**src/rtl/pausible_clkgen.sv**
```systemverilog
module pausible_clkgen #(
  parameter int HALF0 = 4,
  parameter int HALF1 = 5,
  parameter int HALF2 = 6,
  parameter int HALF3 = 8,
  parameter int PCW   = 16
) (
  input  logic           clk_ref,
  input  logic           rst_n,
  input  logic [1:0]     freq_sel,
  input  logic           req_a,
  input  logic           req_b,
  output logic           mclk,
  output logic           gnt_a,
  output logic           gnt_b,
  output logic [PCW-1:0] pause_cnt
);
  localparam int HM01 = (HALF0 > HALF1) ? HALF0 : HALF1;
  localparam int HM23 = (HALF2 > HALF3) ? HALF2 : HALF3;
  localparam int HMAX = (HM01 > HM23) ? HM01 : HM23;
  localparam int CW   = $clog2(HMAX + 1);

  logic [CW-1:0] half, phase;
  logic          gnt, sel_b;

  always_comb begin
    case (freq_sel)
      2'd0:    half = CW'(HALF0);
      2'd1:    half = CW'(HALF1);
      2'd2:    half = CW'(HALF2);
      default: half = CW'(HALF3);
    endcase
  end

  wire at_end    = phase >= (half - 1'b1);
  wire merged    = req_a | req_b;
  wire owner_req = sel_b ? req_b : req_a;

  assign gnt_a = gnt & ~sel_b;
  assign gnt_b = gnt & sel_b;

  always_ff @(posedge clk_ref or negedge rst_n) begin
    if (!rst_n) begin
      mclk      <= 1'b0;
      phase     <= '0;
      pause_cnt <= '0;
    end else if (!mclk) begin
      if (at_end) begin
        if (gnt) pause_cnt <= pause_cnt + 1'b1;
        else begin
          mclk  <= 1'b1;
          phase <= '0;
        end
      end else phase <= phase + 1'b1;
    end else if (at_end) begin
      mclk  <= 1'b0;
      phase <= '0;
    end else phase <= phase + 1'b1;
  end

  always_ff @(posedge clk_ref or negedge rst_n) begin
    if (!rst_n) begin
      gnt   <= 1'b0;
      sel_b <= 1'b0;
    end else if (gnt) begin
      if (!owner_req) gnt <= 1'b0;
    end else if (merged && !mclk && !at_end) begin
      gnt   <= 1'b1;
      sel_b <= !req_a;
    end
  end

  wire any_g = gnt_a | gnt_b;

  AST_GNT_CLK_LOW: assert property (@(posedge clk_ref) disable iff (!rst_n)
    any_g |-> !mclk);
  AST_NO_RISE_IN_GNT: assert property (@(posedge clk_ref) disable iff (!rst_n)
    any_g |=> !mclk);
  AST_GNT_A_REQ: assert property (@(posedge clk_ref) disable iff (!rst_n)
    $rose(gnt_a) |-> $past(req_a));
  AST_GNT_B_PRIO: assert property (@(posedge clk_ref) disable iff (!rst_n)
    $rose(gnt_b) |-> ($past(req_b) && !$past(req_a)));
  AST_NO_GNT_HIGH: assert property (@(posedge clk_ref) disable iff (!rst_n)
    $rose(any_g) |-> !$past(mclk));
  AST_PAUSE_STEP: assert property (@(posedge clk_ref) disable iff (!rst_n)
    (pause_cnt != $past(pause_cnt)) |-> (!mclk && $past(any_g)));
endmodule

```
**config.mk**
```make
export PLATFORM = sky130hd
export DESIGN_NAME = pausible_clkgen
export DESIGN_NICKNAME = d
export VERILOG_FILES = /design/src/rtl/pausible_clkgen.sv
export SDC_FILE = /design/constraint.sdc
export NUM_CORES = 1
export LEC_CHECK = 0
export BUFFER_PORTS_ARGS = -buffer_cell sky130_fd_sc_hd__clkbuf_2
export CAP_MARGIN = 20
export CORE_ASPECT_RATIO = 1.2
export CORE_MARGIN = 1.5
export CORE_UTILIZATION = 45
export CTS_CLUSTER_SIZE = 20
export DETAILED_ROUTE_END_ITERATION = 7
export HOLD_SLACK_MARGIN = 0.06
export PLACE_DENSITY = 0.69
export SYNTH_ARGS = -nofsm -noshare
export SYNTH_HDL_FRONTEND = slang
export SYNTH_SLANG_ARGS = --single-unit
```
**constraint.sdc**
```tcl
create_clock -name clk_ref -period 1.78 [get_ports clk_ref]
set_input_delay 0 -clock clk_ref [delete_from_list [all_inputs] [get_ports clk_ref]]
set_output_delay 0 -clock clk_ref [all_outputs]
set_load 0.01 [all_outputs]
```
# Yosys cells after proc, flatten, opt, wreduce, memory -nomap -nowiden

Index checks and enable logic that the tools add are counted.

Add/subtract/negate cells: 3
$lt $le $gt $ge: 1
Equal/unequal tests: 3
Muxes and demuxes: 13
Bitwise logic cells: 6
Reductions and logical operators: 8

Operator list:

| kind                                                                | count |
|---|---|
| 16-bit by 1-bit adder with 16-bit output (second input constant)    | 1 |
| 4-bit two-way mux                                                   | 4 |
| 4-bit case mux with 3 select lines                                  | 1 |
| 1-bit two-way mux                                                   | 8 |
| 4-bit by 1-bit adder with 4-bit output (second input constant)      | 1 |
| 4-bit >= comparator                                                 | 1 |
| 4-bit by 1-bit subtractor with 4-bit output (second input constant) | 1 |
| 1-bit logical NOT                                                   | 3 |
| 3-bit inequality test (second input constant)                       | 1 |
| 1-bit NOT                                                           | 3 |
| 3-bit AND reduction                                                 | 1 |
| 1-bit bitwise AND                                                   | 2 |
| 2-bit by 1-bit == test with 1-bit output (second input constant)    | 1 |
| 2-bit == test (second input constant)                               | 1 |
| 1-bit logical AND                                                   | 2 |
| 2-bit logical NOT                                                   | 1 |
| 2-bit AND reduction                                                 | 1 |
| 1-bit OR                                                            | 1 |

Flip-flop bits (word level): 23
Input bits: 6
Logic and storage cells: 39

# Longest topological paths before layout

Gate-level depths: netlist of the first run.

Depth in word-level cells: 8
Depth in mapped cells: 10
Mapped depth without buffers: 9

# Least setup slack after synthesis of the first run

Ideal clock, no wire load.

Path kind: reg2reg
Start: register phase[0]
End: register phase[3]
Library setup time: 124 ps
Arrival time: 1773 ps
Data required time: 1656 ps
Setup slack: -117 ps
Stages on the path, launching flop included: 8
Clock period less this slack: 1897 ps
Cells stage by stage: dfrtp_1 > inv_1 > ha_1 > nand2b_4 > a2111oi_4 > nor4b_2 > buf_4 > a211o_1

Longest elaborated chain between the ends: 3
Elaborated cells between the ends (all ways): 6
Classes of those cells: add/sub (1); order compare (1); eq/ne (1); mux (3)

Ends and longest elaborated chain:

| what                                                                          | line       | source |
|---|---|---|
| start, declared                                                               | 23         | `logic [CW-1:0] half, phase;` |
| start signal, assigned                                                        | 54         | `end else phase <= phase + 1'b1;` |
| start signal, assigned                                                        | 58         | `end else phase <= phase + 1'b1;` |
| 4-bit by 1-bit adder with 4-bit output or 4-bit >= comparator (tied branches) | 54, 58, 35 |  |
| 4-bit two-way mux (on tied branches)                                          | 48, 55     |  |
| 4-bit two-way mux                                                             | 47         | `end else if (!mclk) begin` |

Parallel ways exist; a longest one is shown, timed or not.
A chain may end at the register's enable or synchronous reset.

# Final worst setup path of the first run

Start: register phase[0]
End: register pause_cnt[7]

Longest elaborated chain between the ends: 2

Ends and longest elaborated chain:

| what                                 | line | source |
|---|---|---|
| 4-bit >= comparator                  | 35   | `wire at_end = phase >= (half - 1'b1);` |
| 3-bit AND reduction (no source line) | -    |  |
| end signal, assigned                 | 49   | `if (gnt) pause_cnt <= pause_cnt + 1'b1;` |
| end, declared                        | 16   | `output logic [PCW-1:0] pause_cnt` |

No other way between the ends.

==> flow_summary_export.csv, run 1 <==
group,metric,value,unit
outcome,status,"finished, violations left",
outcome,violations,"negative setup slack",
grt,grtUsageMet1,19.4,%
timing,skew,1.66,ps
timing,finalHoldViolCount,0,
power_and_ir_drop,peakVddDrop,0.972,mV
place,place.gp.congestion,0.775,
logic_synthesis,syn_nets,127,
timing,period_minus_slack,1850,ps
worst_setup_path,r2r_start,"phase[0]",
logic_synthesis,syn-cell-area,1270,um2
final_layout,diodes,0,
place,dp_hpwl,1760,um
worst_setup_path,critPathArrivalTime,2100,ps
logic_synthesis,syn_inst,111,
worst_setup_path,critical_path.max_fanout,10,
clock_tree,cts_root_buf,"clkbuf_4",
final_layout,area_growth,28.9,%
grt,met2_usage,33.3,%
final_layout,final_area,1640,um2
clock_tree,clock_path_buffers,2,
timing,slew_viol_final,0,
route,drc,0,
timing,fmax,0.540,GHz
route,vias,956,
clock_tree,path_clk_slew,120,ps
final_layout,layout_common_cells,"clkbuf_2 (24), dfrtp_1 (23), xnor2_1 (11), ha_1 (10)",
grt,overflow,0,
final_layout,fillers,225,
timing,slew_headroom,63.0,%
route,dr.pass1.iters,3,
logic_synthesis,synth_cell_type_count,32,
timing,tightest_slew,555,ps
timing,setup_slack,-73.4,ps
grt,grtUsageMet3,1.70,%
grt,grt-busiest-layer,"met2",
run,drv_cap,0,
timing,holdWs,192,ps
place,placed_cells,176,
logic_synthesis,synth_edf_count,0,
grt,grt_usage,17.3,%
worst_setup_path,cpMaxStageDelayCell,"dfrtp_1",
timing,rsz0062_at_grt,"true",
route,drt_iter0_markers,18,
die,start_util,48.8,%
timing,setup_viol,17,
die,io_pins,25,
clock_tree,clock_latency,310,ps
clock_tree,post_cts_buffers,0,
logic_synthesis,avgSynthCellArea,11.4,um2
power_and_ir_drop,total_power,2.08,mW
final_layout,final_net_count,167,
clock_tree,cts_buffers,3,
die,core,2600,um2
worst_setup_path,path_delay_family,"buffers and inverters",
worst_setup_path,critPathRequiredTime,2030,ps
route,wl,2450,um
logic_synthesis,ys_ff_latch,23,
worst_setup_path,crit_path_cell_trace,"inv_1, ha_1, nand2b_4, a2111oi_4, nor4b_2, buf_4, buf_6, nand4_1, xnor2_1",
logic_synthesis,async_flop_share,100,%
final_layout,regArea,576,um2
power_and_ir_drop,p_leak,0.843,nW
die,rows,20,
clock_tree,htree_levels,1,
place,dp_slack,-141,ps
route,via_per_inst,5.22,
worst_setup_path,crit_type,"flip-flop to flip-flop",
logic_synthesis,yosysWarnings,0,
clock_tree,cts.sink_count,23,
final_layout,fin_cells,183,
grt,grt_pass1_vias,980,
route,wire_per_inst,13.4,um
place,placed_area,1490,um2
final_layout,layout_commonest_cell,"clkbuf_2",
logic_synthesis,synth_seq_area_share,45.4,%
min_path,hp-class,"input pin to async pin",
grt,grt_pass1_wl,4100,um
die,dieArea,3150,um2
die,die_y,61.2,um
worst_setup_path,path_buf_inv,3,
clock_tree,cts_tree,"built",
logic_synthesis,synth_ff_type,"dfrtp_1",
worst_setup_path,startpoint_type,"flip-flop",
place,io_buffers,24,
worst_setup_path,slowest_delay,360,ps
worst_setup_path,worstSetupEndpointType,"flip-flop",
grt,antenna_found_initial,0,
die,die_w,51.5,um
timing,finalCritPeriodShare,104,%
final_layout,multi_input_area,726,um2
power_and_ir_drop,cellPowerDensity,1270,nW/um2
route,ant_nets,0,
final_layout,drive_gt1_share,38.0,%
grt,grt_max_degree,24,
worst_setup_path,setup.worst_path.start,"phase[0]",
## cell usage after synthesis (2+ instances only)
library cell / n / area share, %
nor2b_1: 2 / 0.99
nand3_1: 3 / 1.2
xnor2_1: 14 / 9.7
nand2_1: 8 / 2.4
nor4b_2: 2 / 2.4
nand4_1: 7 / 3.5
o21ai_0: 2 / 0.79
nor2_1: 4 / 1.2
and4_1: 3 / 2.1
ha_1: 10 / 9.9
dfrtp_1: 23 / 45
and2_1: 3 / 1.5
xor2_1: 2 / 1.4
and3_1: 6 / 3.0
inv_1: 5 / 1.5
## per-layer routing
| layer | vias to the layer above | part of all wire (%) | wire, um |
|---|---|---|---|
| li1 | 471 | - | - |
| met1 | 462 | 41 | 997 |
| met2 | 18 | 55 | 1340 |
| met3 | 5 | 2.9 | 72 |
| met4 | 0 | 1.6 | 38 |
| met5 | - | 0 | 0 |
## repair_timing
action,4_1_cts,5_1_grt
gates resized for setup,11,9
hold buffers,3,0
hold endpoints to repair,25,0
setup endpoints to repair,18,23
pin swaps,0,3
## cells by family (layout without fill, tap and decap cells)
kind of cell	after synthesis	after routing	share of synthesized area [%]
AO/OA/AOI/OAI	9	9	7.00
XOR/XNOR	16	16	11.0
adder cells (fa/ha/maj)	10	10	9.86
buffers and inverters	8	47	3.25
flip-flops	23	23	45.4
multiplexers	3	3	2.86
AND/OR/NAND/NOR	42	42	20.6
## state kept, by name (all words and copies together) (netlist names)
signal and count:
pause_cnt 16, phase 4, gnt 1, mclk 1, sel_b 1
## where the power goes
group	internal (mW)	switching (mW)	total, mW	leakage, nW
Clock	0.0876	0.151	0.239	0.0150
Sequential	0.641	0.137	0.778	0.305
Combinational	0.578	0.483	1.06	0.524
## cell type report
cell class	instances	area share, %
timing repair buffer	38	15.1
multi-input combinational	80	44.4
sequential	23	35.2
tap	33	2.52
inverter	5	1.15
clock buffer	4	1.61
## through the flow
stage	util [%]	setup TNS (ps)
CTS	61.4	-901
floorplan	-	-28.3
finish	62.8	-645
global route	62.8	-3090
detailed placement	57.3	-1680
global placement	57.3	-671
## worst paths after layout
check | to | slack [ps] | cells after the start
max | pause_cnt[7] | -70 | 9
min | pause_cnt[9] | 190 | 2
max reg2reg | pause_cnt[7] | -70 | 9
min reg2reg | pause_cnt[15] | 470 | 1
max in group asynchronous | phase[0] | 1220 | 2
min in group clk_ref | pause_cnt[15] | 470 | 1
(Power assumes the default switching activity.)
==> inputs of run 2 (changes only) <==
- CELL_PAD_IN_SITES_DETAIL_PLACEMENT: unset -> 2
- CELL_PAD_IN_SITES_GLOBAL_PLACEMENT: unset -> 2
- CORE_UTILIZATION: 45 -> 31
- GPL_TIMING_DRIVEN: unset -> 0
- PLACE_DENSITY: 0.69 -> 0.72
==> run 2 against run 1 <==
  * The flow still finishes with violations (negative setup slack)
  * Via count is 0.21% lower
  * Global-route usage fell by 2.1 points
  * Sequential power about the same
  * First-iteration DRC count decreased by 11%
  * Non-clock buffer count shrank 4
  * Core utilization decreased by 23 points
  * Sequential share of layout area grew 1.6 points
  * Wire length is 17% higher
  * Clock skew rose by 0.90 ps
  * Cell area fell by 4.3%
  * Hold slack improved by 54 ps
  * Critical endpoint is now pause_cnt[12]
  * Largest cell class unchanged
  * Largest power group unchanged
==> flow_summary_export.csv, run 2 (synthesis results as in run 1) <==
group,metric,value,unit
outcome,status,"finished, violations left",
outcome,violations,"negative setup slack",
place,placed_area,1460,um2
final_layout,top_regs,"pause_cnt: 16 flops, phase: 4 flops",
timing,slew_headroom,61.4,%
die,dieArea,4490,um2
die,die_y,73.1,um
die,die_w,61.4,um
final_layout,largest_reg_flops,16,
grt,antenna_found_initial,0,
grt,grt_max_degree,24,
worst_setup_path,rr_worst_depth,7,
timing,setup_slack,-70.0,ps
power_and_ir_drop,cellPowerDensity,1250,nW/um2
worst_setup_path,startpoint_type,"flip-flop",
worst_setup_path,r2r_slack,-70,ps
place,place.gp.congestion,0.697,
worst_setup_path,r2r_start,"phase[3]",
route,wl,2850,um
timing,finalHoldViolCount,0,
route,drc,0,
route,ant_nets,0,
die,core,3940,um2
timing,fmax,0.541,GHz
timing,period_minus_slack,1850,ps
min_path,hp-class,"input pin to async pin",
worst_setup_path,setup.worst_path.start,"phase[3]",
grt,overflow,0,
run,drv_cap,0,
final_layout,diodes,0,
timing,tightest_slew,579,ps
route,vias,954,
worst_setup_path,critical_path.max_fanout,9,
final_layout,final_area,1570,um2
final_layout,layout_common_cells,"clkbuf_2 (24), dfrtp_1 (23), xnor2_1 (14), ha_1 (10), nand2_1 (8)",
worst_setup_path,critPathRequiredTime,1940,ps
clock_tree,clock_path_buffers,2,
timing,skew,2.56,ps
grt,grt_pass1_wl,5050,um
timing,slew_viol_final,0,
grt,grt_usage,15.1,%
grt,grt_pass1_vias,1072,
route,drt_iter0_markers,16,
clock_tree,clock_latency,270,ps
die,start_util,32.2,%
clock_tree,cts_root_buf,"clkbuf_8",
worst_setup_path,worstReg2RegEnd,"pause_cnt[12]",
worst_setup_path,crit_type,"flip-flop to flip-flop",
final_layout,final_net_count,163,
final_layout,area_growth,23.4,%
place,io_buffers,24,
timing,setup_viol,16,
final_layout,top_register,"pause_cnt",
clock_tree,cts.sink_count,23,
power_and_ir_drop,p_leak,0.781,nW
die,io_pins,25,
die,rows,25,
clock_tree,cts_tree,"built",
clock_tree,path_clk_slew,80,ps
timing,rsz0062_at_grt,"true",
place,dp_hpwl,2130,um
final_layout,layout_commonest_cell,"clkbuf_2",
timing,setup_tns,-547,ps
clock_tree,htree_levels,1,
route,wire_per_inst,14.3,um
route,dr.pass1.iters,2,
clock_tree,cts_buffers,3,
power_and_ir_drop,peakVddDrop,0.415,mV
final_layout,drive_gt1_share,29.5,%
worst_setup_path,critPathArrivalTime,2010,ps
route,via_per_inst,4.77,
worst_setup_path,worstSetupEndpointType,"flip-flop",
timing,finalCritPeriodShare,104,%
[run 2: cell types whose count changed in the layout (fill, tap and decap cells not counted), moves of 2 or more]
cell,before,now
nor2_2,0,2
buf_6,4,1
nand3_1,1,3
nand2_2,2,0
xnor2_2,3,0
xnor2_1,11,14
clkbuf_4,3,0
buf_4,7,5
nand2_1,5,8
nand3_2,2,0
clkbuf_8,0,3
[run 2: how the worst max path moves through the flow]
stage / endpoint / slack [ps] / cells past startpoint
2_1_floorplan: phase[2] / -10 / 8
3_3_place_gp: phase[2] / -120 / 8
3_5_place_dp: phase[2] / -150 / 8
4_1_cts: pause_cnt[12] / -100 / 7
5_1_grt: pause_cnt[12] / -230 / 7
6_report: pause_cnt[12] / -70 / 7
[run 2: area by class of cell]
class	count	area, um2
Fill cell	459	2380
Inverter	5	18.8
Sequential cell	23	576
Clock inverter	1	5.00
Buffer	3	22.5
Clock buffer	3	41.3
Tap cell	54	67.6
Timing Repair Buffer	31	180
Multi-Input combinational cell	80	654
[run 2: power by group]
part | total, mW | internal, mW | switching, mW
logic | 0.849 | 0.438 | 0.411
clock network | 0.335 | 0.157 | 0.178
registers | 0.776 | 0.641 | 0.134
[run 2: what timing repair did]
action | CTS | global route
buffers inserted | 3 | 1
endpoints found under the hold margin | 24 | 0
hold buffers | 3 | 0
resized for setup | 1 | 2
pin swaps | 0 | 0
endpoints found under the setup margin | 23 | 23
[run 2: critical path: stages (launching register included)]
cell     delay, ps
dfrtp_1        430
ha_1           290
o21a_1         130
nor2_2          50
nor4b_2        330
buf_4          230
nand4_1        120
xnor2_1        160
[run 2: per-stage QoR]
| step | util (%) | hold WS (ps) | total power [mW] | setup WS (ps) | cells |
|---|---|---|---|---|---|
| 2_1_floorplan | - | -296 | 1.35 | -12.7 | 111 |
| 3_3_place_gp | 37.0 | 23.8 | 1.53 | -122 | 189 |
| 3_5_place_dp | 37.0 | 24.1 | 1.59 | -152 | 189 |
| 4_1_cts | 39.5 | 254 | 1.99 | -100 | 199 |
| 5_1_grt | 39.7 | 309 | 2.12 | -232 | 200 |
| 6_report | 39.7 | 245 | 1.96 | -70.0 | 200 |
[run 2: routing by layer]
layer	vias to the layer above	track usage, %	routed length [um]
li1	455	-	-
met1	480	17.9	1150
met2	13	27.1	1600
met3	6	2.13	59
met4	0	5.67	47
met5	-	0	0
==> inputs of run 3 (changes only) <==
- PLACE_DENSITY: 0.72 -> unset
- PLACE_DENSITY_LB_ADDON: unset -> 0.3
==> run 3 against run 2 <==
  * The run still ends with negative setup slack left
  * Clock skew shrank 1.1 ps
  * Non-clock buffer count did not move
  * Combinational power up 8.4%
  * Register-to-register slack lost 60 ps
  * Power up 3.5%
  * Cell area increased by 3.0%
==> flow_summary_export.csv, run 3 (synthesis results as in run 1) <==
group,metric,value,unit
outcome,status,"finished, violations left",
outcome,violations,"negative setup slack",
die,die_w,61.4,um
timing,rsz0062_at_grt,"true",
final_layout,diodes,0,
clock_tree,clock_path_buffers,2,
timing,slew_headroom,61.3,%
power_and_ir_drop,switching_power,763,uW
place,placed_cells,189,
power_and_ir_drop,total_power,2.03,mW
final_layout,regArea,576,um2
final_layout,drive_gt1_share,33.6,%
route,dr.pass1.iters,3,
clock_tree,htree_levels,1,
worst_setup_path,crit_type,"flip-flop to flip-flop",
run,drv_cap,0,
timing,slew_viol_final,0,
final_layout,multi_input_area,698,um2
grt,met2_usage,27.0,%
die,io_pins,25,
place,placed_area,1460,um2
min_path,hp-class,"input pin to async pin",
route,ant_nets,0,
final_layout,area_growth,27.1,%
final_layout,final_area,1610,um2
worst_setup_path,startpoint_type,"flip-flop",
die,core,3940,um2
worst_setup_path,critPathRequiredTime,1940,ps
worst_setup_path,slowest_delay,420,ps
final_layout,layout_common_cells,"clkbuf_2 (24), dfrtp_1 (23), xnor2_1 (14), ha_1 (9), nand4_1 (7)",
grt,grt_pass1_vias,1064,
final_layout,top_register,"pause_cnt",
timing,tightest_slew,580,ps
route,drc,0,
grt,grt-busiest-layer,"met2",
power_and_ir_drop,p_int,1.27,mW
place,dp_slack,-185,ps
clock_tree,path_clk_slew,80,ps
grt,grt_max_degree,24,
power_and_ir_drop,power_frac_clock,16.2,%
worst_setup_path,critPathArrivalTime,2070,ps
timing,finalHoldViolCount,0,
power_and_ir_drop,seqPwrFrac,38.5,%
final_layout,fillers,440,
grt,grtUsageMet3,2.13,%
timing,setup_tns,-1240,ps
final_layout,largest_reg_flops,16,
place,io_buffers,24,
power_and_ir_drop,cellPowerDensity,1260,nW/um2
route,via_per_inst,4.71,
grt,grt_usage,15.0,%
route,wl,2930,um
worst_setup_path,path_buf_inv,1,
worst_setup_path,worstSetupEndpointType,"flip-flop",
timing,setup_slack,-127,ps
grt,grtUsageMet1,16.8,%
grt,antenna_found_initial,0,
final_layout,post-route-util,40.9,%
route,wire_per_inst,14.6,um
timing,period_minus_slack,1910,ps
route,vias,941,
place,place.gp.congestion,0.660,
route,drt_iter0_markers,9,
grt,overflow,0,
power_and_ir_drop,p_leak,0.789,nW
die,start_util,32.2,%
clock_tree,clock_latency,270,ps
place,dp_hpwl,2130,um
clock_tree,cts.sink_count,23,
final_layout,top_regs,"pause_cnt: 16 flops, phase: 4 flops",
timing,holdWs,249,ps
final_layout,fin_cells,200,
die,rows,25,
die,die_y,73.1,um
grt,grt_pass1_wl,4920,um
timing,fmax,0.524,GHz
clock_tree,cts_root_buf,"clkbuf_8",
final_layout,final_net_count,163,
power_and_ir_drop,comb_power_share,45.3,%
timing,finalCritPeriodShare,107,%
timing,setup_viol,16,
worst_setup_path,path_delay_family,"simple AND/OR/NAND/NOR gates",
worst_setup_path,crit_path_cell_trace,"ha_1, o21a_1, nor2_2, nor4b_4, buf_6, mux2_4",
final_layout,layout_commonest_cell,"clkbuf_2",
clock_tree,cts_buffers,3,
power_and_ir_drop,peakVddDrop,0.436,mV
clock_tree,cts_tree,"built",
die,dieArea,4490,um2
worst_setup_path,cpMaxStageDelayCell,"dfrtp_1",
timing,skew,1.50,ps
power_and_ir_drop,swShare,37.6,%
worst_setup_path,critical_path.max_fanout,10,
run 3: cell counts in the layout (fill, tap and decap cells not counted):
No cell type changed its count.
run 3: per-layer routing:
| metal | share of wire (%) | up-vias | wire (um) |
|---|---|---|---|
| li1 | - | 458 | - |
| met1 | 41 | 467 | 1190 |
| met2 | 56 | 12 | 1630 |
| met3 | 1.9 | 4 | 56 |
| met4 | 1.8 | 0 | 53 |
| met5 | 0 | - | 0 |
run 3: power groups by stage:
stage / Clock [mW] / Combinational [mW] / Sequential, mW
3_3_place_gp: 0 / 0.737 / 0.797
2_1_floorplan: 0 / 0.562 / 0.790
6_report: 0.329 / 0.920 / 0.781
5_1_grt: 0.360 / 1.03 / 0.808
4_1_cts: 0.349 / 0.869 / 0.787
3_5_place_dp: 0 / 0.789 / 0.807
run 3: path summary, 6_finish.rpt:
check                           endpoint  slack [ps]  cells past startpoint     startpoint
setup / recovery            pause_cnt[1]        -130                      6       phase[3]
setup reg to reg            pause_cnt[1]        -130                      6       phase[3]
min in group clk_ref       pause_cnt[15]         480                      1  pause_cnt[15]
max in group asynchronous       phase[0]        1150                      2          rst_n
hold / removal             pause_cnt[10]         250                      2          rst_n
hold reg to reg            pause_cnt[15]         480                      1  pause_cnt[15]
run 3: layout make-up:
type	instances	area share [%]
multi-input cells	80	43.3
flip-flops and latches	23	35.7
repair buffers	31	11.2
well taps	54	4.19
clock buffers	3	2.56
plain buffers	3	1.63
inverters	5	1.16
clock inverters	1	0.310
run 3: timing repair:
action                                  in CTS  in global routing
pin swaps                                    1                  3
gates cloned                                 0                  1
gates resized for setup                      2                 10
endpoints found under the setup margin      23                 23
endpoints found under the hold margin       24                  0
buffers inserted                             2                  1
hold buffers                                 3                  0
